[src/rtl/evt_pkg.sv]
package evt_pkg;

  // Selection test shared by every per-slot update: a strobe aimed at one slot.
  function automatic logic evt_hit(input logic vld, input int idx, input int slot);
    return vld && (idx == slot);
  endfunction

  // Next value of a sticky flag whose clear has priority over its set.
  function automatic logic clr_first(input logic cur, input logic set, input logic clr);
    return clr ? 1'b0 : (set ? 1'b1 : cur);
  endfunction

  // Next value of a sticky flag whose set has priority over its clear.
  function automatic logic set_first(input logic cur, input logic set, input logic clr);
    return set ? 1'b1 : (clr ? 1'b0 : cur);
  endfunction

endpackage

[src/rtl/evt_flag_bank.sv]
module evt_flag_bank
  import evt_pkg::*;
#(
  parameter int N_EVT = 8,
  localparam int IW = (N_EVT > 1) ? $clog2(N_EVT) : 1
) (
  input  logic             clk,
  input  logic             rst_n,
  input  logic             host_set_vld,
  input  logic [IW-1:0]    host_set_idx,
  input  logic             sig_set_vld,
  input  logic [IW-1:0]    sig_set_idx,
  input  logic             consume_vld,
  input  logic [IW-1:0]    consume_idx,
  output logic [N_EVT-1:0] pend_q
);

  for (genvar i = 0; i < N_EVT; i++) begin : g_flag
    logic set_any;
    logic clr_me;
    assign set_any = evt_hit(host_set_vld, int'(host_set_idx), i)
                   | evt_hit(sig_set_vld, int'(sig_set_idx), i);
    assign clr_me  = evt_hit(consume_vld, int'(consume_idx), i);

    always_ff @(posedge clk or negedge rst_n) begin
      if (!rst_n) pend_q[i] <= 1'b0;
      else        pend_q[i] <= clr_first(pend_q[i], set_any, clr_me);
    end
  end

  // a host set not overruled by a wait lands on the addressed flag
  assert_host_set_lands_R1: assert property (@(posedge clk) disable iff (!rst_n)
    host_set_vld && !(consume_vld && consume_idx == host_set_idx)
    |=> pend_q[$past(host_set_idx)]);

  // a consumed flag is clear afterwards, whatever else targeted it
  assert_consume_clears_R4: assert property (@(posedge clk) disable iff (!rst_n)
    consume_vld |=> !pend_q[$past(consume_idx)]);

endmodule

[src/rtl/evt_wait_ctl.sv]
module evt_wait_ctl #(
  parameter int N_EVT = 8,
  localparam int IW = (N_EVT > 1) ? $clog2(N_EVT) : 1
) (
  input  logic             clk,
  input  logic             rst_n,
  input  logic             wait_req,
  input  logic [IW-1:0]    wait_idx,
  input  logic             wait_inval,
  input  logic [N_EVT-1:0] pend,
  output logic             wait_stall,
  output logic             consume_vld,
  output logic [IW-1:0]    consume_idx,
  output logic             inval_pulse
);

  logic clr_q;    // high in the cycle after a flag was consumed
  logic inval_q;

  assign consume_vld = wait_req && !clr_q && pend[wait_idx];
  assign consume_idx = wait_idx;
  assign wait_stall  = wait_req && !clr_q;
  assign inval_pulse = inval_q;

  always_ff @(posedge clk or negedge rst_n) begin
    if (!rst_n) begin
      clr_q   <= 1'b0;
      inval_q <= 1'b0;
    end else begin
      clr_q   <= consume_vld;
      inval_q <= consume_vld && wait_inval;
    end
  end

  // a wait on a clear flag keeps stalling
  assert_blocked_wait_stalls_R2: assert property (@(posedge clk) disable iff (!rst_n)
    wait_req && !clr_q && !pend[wait_idx] |-> wait_stall);

  // consuming a flag costs one cycle, then the stall drops
  assert_one_clear_cycle_R3: assert property (@(posedge clk) disable iff (!rst_n)
    consume_vld |=> !wait_stall);

  // the flush request is a single-cycle pulse
  assert_inval_single_R5: assert property (@(posedge clk) disable iff (!rst_n)
    inval_pulse |=> !inval_pulse);

  // the flush request coincides with the stall dropping
  assert_inval_with_release_R5: assert property (@(posedge clk) disable iff (!rst_n)
    inval_pulse |-> !wait_stall);

endmodule

[src/rtl/evt_irq_route.sv]
module evt_irq_route
  import evt_pkg::*;
#(
  parameter int N_EVT = 8,
  localparam int IW = (N_EVT > 1) ? $clog2(N_EVT) : 1
) (
  input  logic             clk,
  input  logic             rst_n,
  input  logic             sig_fire,
  input  logic [IW-1:0]    sig_idx,
  input  logic [N_EVT-1:0] irq_en,
  input  logic             clr_vld,
  input  logic [IW-1:0]    clr_idx,
  output logic             sig_to_flag,
  output logic [N_EVT-1:0] irq_q
);

  logic fire_irq;
  assign fire_irq    = sig_fire && irq_en[sig_idx];
  assign sig_to_flag = sig_fire && !irq_en[sig_idx];

  for (genvar i = 0; i < N_EVT; i++) begin : g_line
    logic raise;
    logic drop;
    assign raise = evt_hit(fire_irq, int'(sig_idx), i);
    assign drop  = evt_hit(clr_vld, int'(clr_idx), i);

    always_ff @(posedge clk or negedge rst_n) begin
      if (!rst_n) irq_q[i] <= 1'b0;
      else        irq_q[i] <= set_first(irq_q[i], raise, drop);
    end
  end

  // a routed signal raises its interrupt line
  assert_routed_signal_raises_R6: assert property (@(posedge clk) disable iff (!rst_n)
    fire_irq |=> irq_q[$past(sig_idx)]);

  // a clear not contested by a signal drops the line
  assert_clear_drops_R8: assert property (@(posedge clk) disable iff (!rst_n)
    clr_vld && !(fire_irq && sig_idx == clr_idx) |=> !irq_q[$past(clr_idx)]);

endmodule

[src/rtl/evt_irq_unit.sv]
module evt_irq_unit #(
  parameter int N_EVT = 8,
  localparam int IW = (N_EVT > 1) ? $clog2(N_EVT) : 1
) (
  input  logic             clk,
  input  logic             rst_n,
  input  logic             host_set_vld,
  input  logic [IW-1:0]    host_set_idx,
  input  logic             ch_wait_req,
  input  logic [IW-1:0]    ch_wait_idx,
  input  logic             ch_wait_inval,
  input  logic             ch_sig_req,
  input  logic [IW-1:0]    ch_sig_idx,
  input  logic             wr_pending,
  input  logic [N_EVT-1:0] irq_en,
  input  logic             host_irq_clr_vld,
  input  logic [IW-1:0]    host_irq_clr_idx,
  output logic             ch_stall,
  output logic [N_EVT-1:0] irq_out,
  output logic             icache_inval
);

  // Named internal events, visible to the assertions
  logic [N_EVT-1:0] pend;
  logic             wait_stall;
  logic             consume_vld;
  logic [IW-1:0]    consume_idx;
  logic             sig_fire;
  logic             sig_to_flag;

  // A signal waits for the write barrier and for any wait in progress
  assign sig_fire = ch_sig_req && !wr_pending && !ch_wait_req;
  assign ch_stall = wait_stall || (ch_sig_req && !sig_fire);

  evt_flag_bank #(.N_EVT(N_EVT)) u_bank (
    .clk, .rst_n,
    .host_set_vld, .host_set_idx,
    .sig_set_vld (sig_to_flag),
    .sig_set_idx (ch_sig_idx),
    .consume_vld, .consume_idx,
    .pend_q      (pend)
  );

  evt_wait_ctl #(.N_EVT(N_EVT)) u_wait (
    .clk, .rst_n,
    .wait_req    (ch_wait_req),
    .wait_idx    (ch_wait_idx),
    .wait_inval  (ch_wait_inval),
    .pend,
    .wait_stall, .consume_vld, .consume_idx,
    .inval_pulse (icache_inval)
  );

  evt_irq_route #(.N_EVT(N_EVT)) u_irq (
    .clk, .rst_n,
    .sig_fire,
    .sig_idx     (ch_sig_idx),
    .irq_en,
    .clr_vld     (host_irq_clr_vld),
    .clr_idx     (host_irq_clr_idx),
    .sig_to_flag,
    .irq_q       (irq_out)
  );

  // a signal held back by the barrier keeps the channel stalled
  assert_barrier_stalls_R7: assert property (@(posedge clk) disable iff (!rst_n)
    ch_sig_req && wr_pending |-> ch_stall);

  // a held-back signal leaves the interrupt lines untouched
  assert_barrier_no_effect_R7: assert property (@(posedge clk) disable iff (!rst_n)
    ch_sig_req && (wr_pending || ch_wait_req) && !host_irq_clr_vld |=> $stable(irq_out));

  // an unobstructed signal never stalls the channel
  assert_signal_no_stall_R6: assert property (@(posedge clk) disable iff (!rst_n)
    sig_fire |-> !ch_stall);

endmodule

[config.mk]
export PLATFORM = sky130hd
export DESIGN_NAME = evt_irq_unit
export DESIGN_NICKNAME = d
export VERILOG_FILES = /design/src/rtl/evt_pkg.sv /design/src/rtl/evt_flag_bank.sv /design/src/rtl/evt_wait_ctl.sv /design/src/rtl/evt_irq_route.sv /design/src/rtl/evt_irq_unit.sv
export SDC_FILE = /design/constraint.sdc
export NUM_CORES = 1
export LEC_CHECK = 0
export BUFFER_PORTS_ARGS = -buffer_cell sky130_fd_sc_hd__buf_4
export CORE_MARGIN = 2
export CORE_UTILIZATION = 48
export DETAILED_ROUTE_END_ITERATION = 10
export HOLD_SLACK_MARGIN = 0.03
export PLACE_DENSITY = 0.88
export SYNTH_ARGS = -nofsm -noshare
export SYNTH_HDL_FRONTEND = slang
export SYNTH_SLANG_ARGS = --single-unit
[constraint.sdc]
create_clock -name clk -period 1.3 [get_ports clk]
set_input_delay 0 -clock clk [delete_from_list [all_inputs] [get_ports clk]]
set_output_delay 0 -clock clk [all_outputs]
set_load 0.01 [all_outputs]
* Word-level counts from Yosys, hierarchy flattened *
Cells that the tools add are included.
Widths: inputs -> output; s select.

cells by class
  magnitude comparators = 2
  equality and inequality tests = 28
  mux-type cells = 36
  bitwise operators = 8
  reductions and logical operators = 74

operators with widths
  operator            number
  $eq 3x3->1 const B  16
  $logic_and 1x1->1   48
  $mux 1              34
  $reduce_bool 2->1   16
  $eq 3x2->1 const B  8
  $eq 3x1->1 const B  4
  $logic_not 3->1     4
  $lt 3x4->1 const B  2
  $or 1x1->1          8
  $bmux 1 s3          2
  $logic_not 1->1     5
  $logic_or 1x1->1    1

storage, ports and cells
  register bits after elaboration = 18
  input bits = 28
  output and inout bits = 10
  word-level logic and storage cells = 166

* Longest topological paths before layout *
Gate-level depths: netlist of run 1.

  word-level depth = 8
  depth in mapped cells = 4
  depth with buffers taken out = 3

* By module *
A second synthesis of run 1 with hierarchy kept.

second synthesis, totals
  cells, all modules = 108
  area total of the unflattened synthesis = 1141.1 um2

by module, submodules not included
  module         instances  cells an instance  area each (um2)  seq. area each (um2)
  evt_flag_bank  1          38                 478.0            200.2
  evt_irq_route  1          49                 465.4            200.2
  evt_wait_ctl   1          18                 173.9            50.0
  evt_irq_unit   1          3                  23.8             0.0

* Worst setup path before layout of run 1 *
No wires, ideal clock.

  path kind = reg-to-reg
  start point = register u_bank.pend_q[6]
  end point = register u_wait.clr_q
  setup time = 0.131 ns
  arrival = 0.958 ns
  path slack = 0.212 ns
  stages on the path, launching flop included = 4
  path buffers = 0
  path through = dfrtp_1 > mux2_1 > nor3b_1 > nor4_1

on the way
  word-level cells in the longest chain between the ends = 3

ends and longest elaborated chain
  what                              line                 source
  start: declaration                evt_flag_bank.sv:15  output logic [N_EVT-1:0] pend_q
  start signal: indexed assignment  evt_flag_bank.sv:27  else pend_q[i] <= clr_first(pend_q[i], set_any, clr_me);
  $bmux 1 s3                        evt_wait_ctl.sv:20   assign consume_vld = wait_req && !clr_q && pend[wait_idx];
  $mux 1 (implied by the code)      evt_wait_ctl.sv:20
  $logic_and 1x1->1                 evt_wait_ctl.sv:20
  via consume_vld                   evt_irq_unit.sv:26   logic consume_vld;
  end signal: assignment            evt_wait_ctl.sv:30   clr_q <= consume_vld;
  end: declaration                  evt_wait_ctl.sv:17   logic clr_q;

The timed path passes the listed nets, and every way through them passes these cells. The select of a mux whose other input is x is not followed.
A chain may end at the register's enable or synchronous reset.

==> impl_metrics.toml, run 1 <==
[setup_path]
arrival_ns = 1.45
critPathTopFamily = "buffers and inverters"
cp_cell_sequence = "a32o_1, dlygate4sd3_1"
criticalPathCategory = "flip-flop to flip-flop"
r2r_start = "u_irq.irq_q[5]$_DFFE_PN0P_"
crit_buf_inv = 1
endpoint_kind = "flip-flop"
cpPeakStageDelay_ns = 0.55
startpoint = "u_irq.irq_q[5]$_DFFE_PN0P_"
start_kind = "flip-flop"
cp_max_fo = 2
crit_slowest_cell = "dlygate4sd3_1"
worstPathRequired_ns = 1.49

[die]
ioPinCount = 38
design.core.area_mm2 = 0.002002
die_y_um = 50.57
die_w_um = 50.57
rows = 16
start_util = 0.5200
die-area_mm2 = 0.002557

[placed_design]
gp_congestion = 0.9046
io_buffer_count = 37
placed_area_mm2 = 0.001366
place_inst = 166
place_ws_ns = 0.1368
hpwlAfterDp_mm = 2.223

[timing]
fin_crit_ns = 1.258
worst_slew_pin_slew_ns = 0.3194
rsz0062_at_grt = "false"
fin_tns_setup_ns = 0
worst_clock_skew_ns = 0.003212
relSlewSlack = 0.7863
fin_ws_ns = 0.04216
hold_viol = 0
final.period_utilization = 0.9676
clock.fmax_mhz = 795.0
setup_viol = 0
slew_viol_final = 0

[cts]
clk_pin_slew_worst_paths_ns = 0.11
cts_resized = 0
insertion_delay_ns = 0.30
htree_num_levels = 1
cts_tree = "yes"
cts_sinks = 18
cts_buffer_depth = 2
clockRootBuffer = "clkbuf_4"
cts_buffers = 3

[cells_and_area]
drive_above_1_share = 0.3013
final_nets = 185
regArea_um2 = 450.4
design_area_mm2 = 0.001530
multiInputGateArea_um2 = 570.5
finish.utilization = 0.7644
diodes = 0
fin_cells = 183
nFillCells = 143
areaGrowthSynthToFinish_pct = 47.00

[global_routing]
antenna_found_initial = 0
grt_pass1_vias = 1155
grtUsageTotal = 0.2727
grt_max_degree = 19
grt_overflow = 0
grt_pass1_wl_mm = 5.216

[synthesis]
yosysTopAreaCell = "dfrtp_1"
synth_top_area_frac = 0.4327
synthDistinctLibCells = 38
ys_seq_area_frac = 0.4327
ys.warnings.count = 0
synth_common_cells = "dfrtp_1, nor2b_1, a31oi_1, nor2_1, a32oi_1"
synth-async-reset-ratio = 1.000
synthesis.area_mm2 = 0.001041
synth-main-ff-cell = "dfrtp_1"
synthTopCellsByArea = "dfrtp_1, nor2b_1, a32oi_1"
synth_most_common_cell = "dfrtp_1"
syn_inst = 101
synth_edf_count = 0
synth_nets = 129
synth.avg_cell_area_um2 = 10.31
ys_ff_latch = 18

[power]
clock_power_share = 0.225
swShare = 0.3034
p_switching_w = 0.0004803
leakage_nw = 0.6801
p_per_area_mw_per_mm2 = 1035
seqPwrFrac = 0.475
ir_worst_vdd_uv = 670.1
intPower_w = 0.001103
combPwrFrac = 0.301

[routing]
drt_wl_total_mm = 3.135
firstDrtPassIters = 4
antenna_left = 0
vias_per_cell = 6.246
route.detailed.drc = 0
first_iter_violations = 42
vias = 1143
avgRoutedWirePerCell_um = 17.13

[hold_path]
hold_class = "input pin to flip-flop"
min_from = "ch_sig_idx[1]"

[outcome]
status = "finished clean"

[job]
drv_cap = 0
## cell families (layout without fill, tap and decap cells)
logic type,after synthesis,count (layout),share of synthesized area
and+or+nand+nor,46,46,0.2873
muxes,4,4,0.04207
AOI/OAI and AO/OA,28,28,0.2188
buffers and inverters,5,60,0.01922
DFF,18,18,0.4327
## flip-flops by register name, indices dropped and copies added, names as in the netlist
| name | cells |
|---|---|
| u_wait.clr_q | 1 |
| u_wait.inval_pulse | 1 |
| u_bank.pend_q | 8 |
| u_irq.irq_q | 8 |
## path summary, 6_finish.rpt
| kind | end | slack (ns) | cells after the start |
|---|---|---|---|
| worst max-delay path | u_irq.irq_q[5]$_DFFE_PN0P_ | 0.04 | 2 |
| worst min-delay path | u_irq.irq_q[2]$_DFFE_PN0P_ | 0.04 | 2 |
| worst max register to register | u_irq.irq_q[5]$_DFFE_PN0P_ | 0.04 | 2 |
| worst min register to register | u_bank.pend_q[4]$_DFFE_PN0P_ | 0.50 | 1 |
| max in group asynchronous | u_bank.pend_q[4]$_DFFE_PN0P_ | 1.01 | 2 |
| min in group asynchronous | u_bank.pend_q[5]$_DFFE_PN0P_ | 0.09 | 2 |
## metal layers
metal  vias up  GRT usage  share of wire
li1        520          -              -
met1       559     0.3258           0.40
met2        56     0.4781           0.51
met3         8    0.05952          0.072
met4         0    0.09910          0.019
met5         -          0              0
## final cells by class
class                           count  share of cell area
Clock buffer                        4             0.02371
Timing Repair Buffer               53              0.2796
Sequential cell                    18              0.2944
Inverter                            3            0.007359
Tap cell                           27             0.02208
Multi-Input combinational cell     78              0.3729
## cells in the final DEF (no fill, tap or decap), types with 3 or more instances in the layout
cell type      instances
a31oi_1                6
nor2_1                 6
inv_1                  3
clkbuf_4               3
a32oi_1                5
nor2b_1                9
mux2_1                 3
nand2_1                3
nand3_1                4
dlygate4sd3_1         12
a311oi_1               3
a22o_1                 3
nand3b_1               3
buf_4                 41
dfrtp_1               18
nor3b_1                3
a32o_1                 4
## per-stage QoR
stage | power [W] | hold WS [ns]
after CTS | 0.001577 | 0.03111
final | 0.001583 | 0.03890
after detailed placement | 0.001195 | -0.1155
after global placement | 0.001175 | -0.1198
after global routing | 0.001686 | 0.03129
after floorplan | 0.0009715 | -0.2956
## what timing repair did
item | 4_1_cts | 5_1_grt
endpoints found under the hold margin | 32 | 0
setup endpoints to repair | 0 | 1
hold buffers | 12 | 0
setup buffers | 0 | 1
## power by group through the flow
stage          Clock [W]  Combinational [W]  Sequential [W]
2_1_floorplan          0           0.000218        0.000754
3_3_place_gp           0           0.000421        0.000754
3_5_place_dp           0           0.000435        0.000760
4_1_cts         0.000359           0.000469        0.000749
5_1_grt         0.000396           0.000521        0.000769
6_report        0.000356           0.000476        0.000751
No activity file was read; power rests on OpenSTA's default activity.
==> run 2: changes to the inputs <==
--- a/config.mk
+++ b/config.mk
@@ -11,6 +11,7 @@
 export DETAILED_ROUTE_END_ITERATION = 10
 export HOLD_SLACK_MARGIN = 0.03
 export PLACE_DENSITY = 0.88
+export REMOVE_ABC_BUFFERS = 1
 export SYNTH_ARGS = -nofsm -noshare
 export SYNTH_HDL_FRONTEND = slang
 export SYNTH_SLANG_ARGS = --single-unit
==> run 2 against run 1 <==
Net effect:
- combinational power fell by 3%
- critical path depth rose by 1
- count of clock-buffer cells in the layout decreased by 1
- first-iteration DRC count fell by 21%
- die area stayed put
- sequential power is 0.5% lower
- critical endpoint is now u_wait.clr_q$_DFF_PN0_
- largest power group unchanged
- highest routed layer is now met3
==> impl_metrics.toml, run 2 (synthesis results as in run 1) <==
[cts]
cts_tree = "yes"
htree_num_levels = 1
clk_pin_slew_worst_paths_ns = 0.10
cts_buffers = 3
cts_buffer_depth = 2
cts_sinks = 18
clockRootBuffer = "clkbuf_4"
insertion_delay_ns = 0.29
post_cts_buffers = 0

[cells_and_area]
drive_above_1_share = 0.3007
design_area_mm2 = 0.001504
diodes = 0
top_regs = "u_bank.pend_q (8), u_irq.irq_q (8)"
nFillCells = 131
layout_common_cells = "buf_4, dfrtp_1, dlygate4sd3_1"
final_nets = 183
areaGrowthSynthToFinish_pct = 44.47
final_common_cell = "buf_4"

[timing]
fin_crit_ns = 1.174
hold_viol = 0
clock.fmax_mhz = 851.6
worst_slew_pin_slew_ns = 0.2864
setup_viol = 0
worst_clock_skew_ns = 0.002037
rsz0062_at_grt = "true"
fin_hold_ws_ns = 0.05701
relSlewSlack = 0.8084
slew_viol_final = 0
final.period_utilization = 0.9033

[global_routing]
grt_pass1_wl_mm = 4.692
grtUsageTotal = 0.2392
grt_max_degree = 19
antenna_found_initial = 0
grt_overflow = 0
grt_pass1_vias = 1064

[setup_path]
startpoint = "u_bank.pend_q[6]$_DFFE_PN0P_"
criticalPathCategory = "flip-flop to flip-flop"
cp_cell_sequence = "mux2_1, nor3b_1, nor4_1"
cpPeakStageDelay_ns = 0.41
worstPathRequired_ns = 1.48
r2r_start = "u_bank.pend_q[6]$_DFFE_PN0P_"
arrival_ns = 1.35
crit_slowest_cell = "dfrtp_1"
cp_max_fo = 3
crit_buf_inv = 0
critPathTopFamily = "flip-flops"
endpoint_kind = "flip-flop"
start_kind = "flip-flop"

[power]
ir_worst_vdd_uv = 701.9
leakage_nw = 0.6628
p_per_area_mw_per_mm2 = 991.2

[routing]
firstDrtPassIters = 4
route.detailed.drc = 0
vias = 1071
avgRoutedWirePerCell_um = 15.47
first_iter_violations = 33
drt_wl_total_mm = 2.784
vias_per_cell = 5.950
antenna_left = 0

[die]
design.core.area_mm2 = 0.002002
rows = 16
ioPinCount = 38
die_y_um = 50.57
die_w_um = 50.57
die-area_mm2 = 0.002557
start_util = 0.5200

[placed_design]
gp_congestion = 0.8969
hpwlAfterDp_mm = 2.028
placed_area_mm2 = 0.001366
io_buffer_count = 37

[hold_path]
hold_class = "input pin to flip-flop"
min_from = "host_irq_clr_idx[1]"

[outcome]
status = "finished clean"

[job]
drv_cap = 0
[run 2: worst register-to-register path: cells and delay by family, from the launching register on]
kind	cells	cell delay, ns
multiplexers	1	0.29
flip-flops	1	0.41
AND/OR/NAND/NOR	2	0.36
[run 2: worst paths after layout]
check                                               end  slack, ns  depth (start not counted)
setup / recovery                 u_wait.clr_q$_DFF_PN0_       0.13                          3
hold / removal               u_irq.irq_q[0]$_DFFE_PN0P_       0.06                          4
setup reg to reg                 u_wait.clr_q$_DFF_PN0_       0.13                          3
hold reg to reg            u_bank.pend_q[0]$_DFFE_PN0P_       0.49                          1
max in group asynchronous    u_irq.irq_q[6]$_DFFE_PN0P_       0.99                          2
min in group asynchronous  u_bank.pend_q[5]$_DFFE_PN0P_       0.11                          2
[run 2: per-layer routing]
metal | vias to the layer above | routed length [um] | global-route usage
met1 | 503 | 1197 | 0.2996
met5 | - | 0 | 0
met3 | 0 | 198 | 0.02976
li1 | 514 | - | -
met2 | 54 | 1388 | 0.4364
met4 | 0 | 0 | 0.05405
[run 2: report_power, final]
part	leakage (nW)	switching [W]	internal [W]	total, W
registers	0.221	0.0000747	0.000672	0.000747
clock network	0.0138	0.000173	0.000108	0.000281
logic	0.428	0.000210	0.000254	0.000463
[run 2: through the flow]
stage          std cells    util  setup WS, ns  power (W)   TNS [ns]
6_report             180  0.7513        0.1257   0.001491          0
5_1_grt              180  0.7513     -0.009611   0.001599  -0.009611
4_1_cts              180  0.7488        0.1307   0.001492          0
3_5_place_dp         166  0.6825        0.1465   0.001185          0
3_3_place_gp         166  0.6825        0.1612   0.001175          0
2_1_floorplan         99       -        0.2117  0.0009670          0
[run 2: final cells by class]
| type | instances | area [um2] | area share |
|---|---|---|---|
| Clock buffer | 3 | 22.52 | 0.01498 |
| Inverter | 3 | 11.26 | 0.007488 |
| Multi-Input combinational cell | 78 | 575.6 | 0.3827 |
| Sequential cell | 18 | 450.4 | 0.2995 |
| Tap cell | 27 | 33.78 | 0.02246 |
| Timing Repair Buffer | 51 | 410.4 | 0.2729 |
[run 2: timing repair]
item                                    4_1_cts  5_1_grt
resized for setup                             0        1
hold buffers                                 11        0
hold endpoints to repair                     32        0
endpoints found under the setup margin        0        2
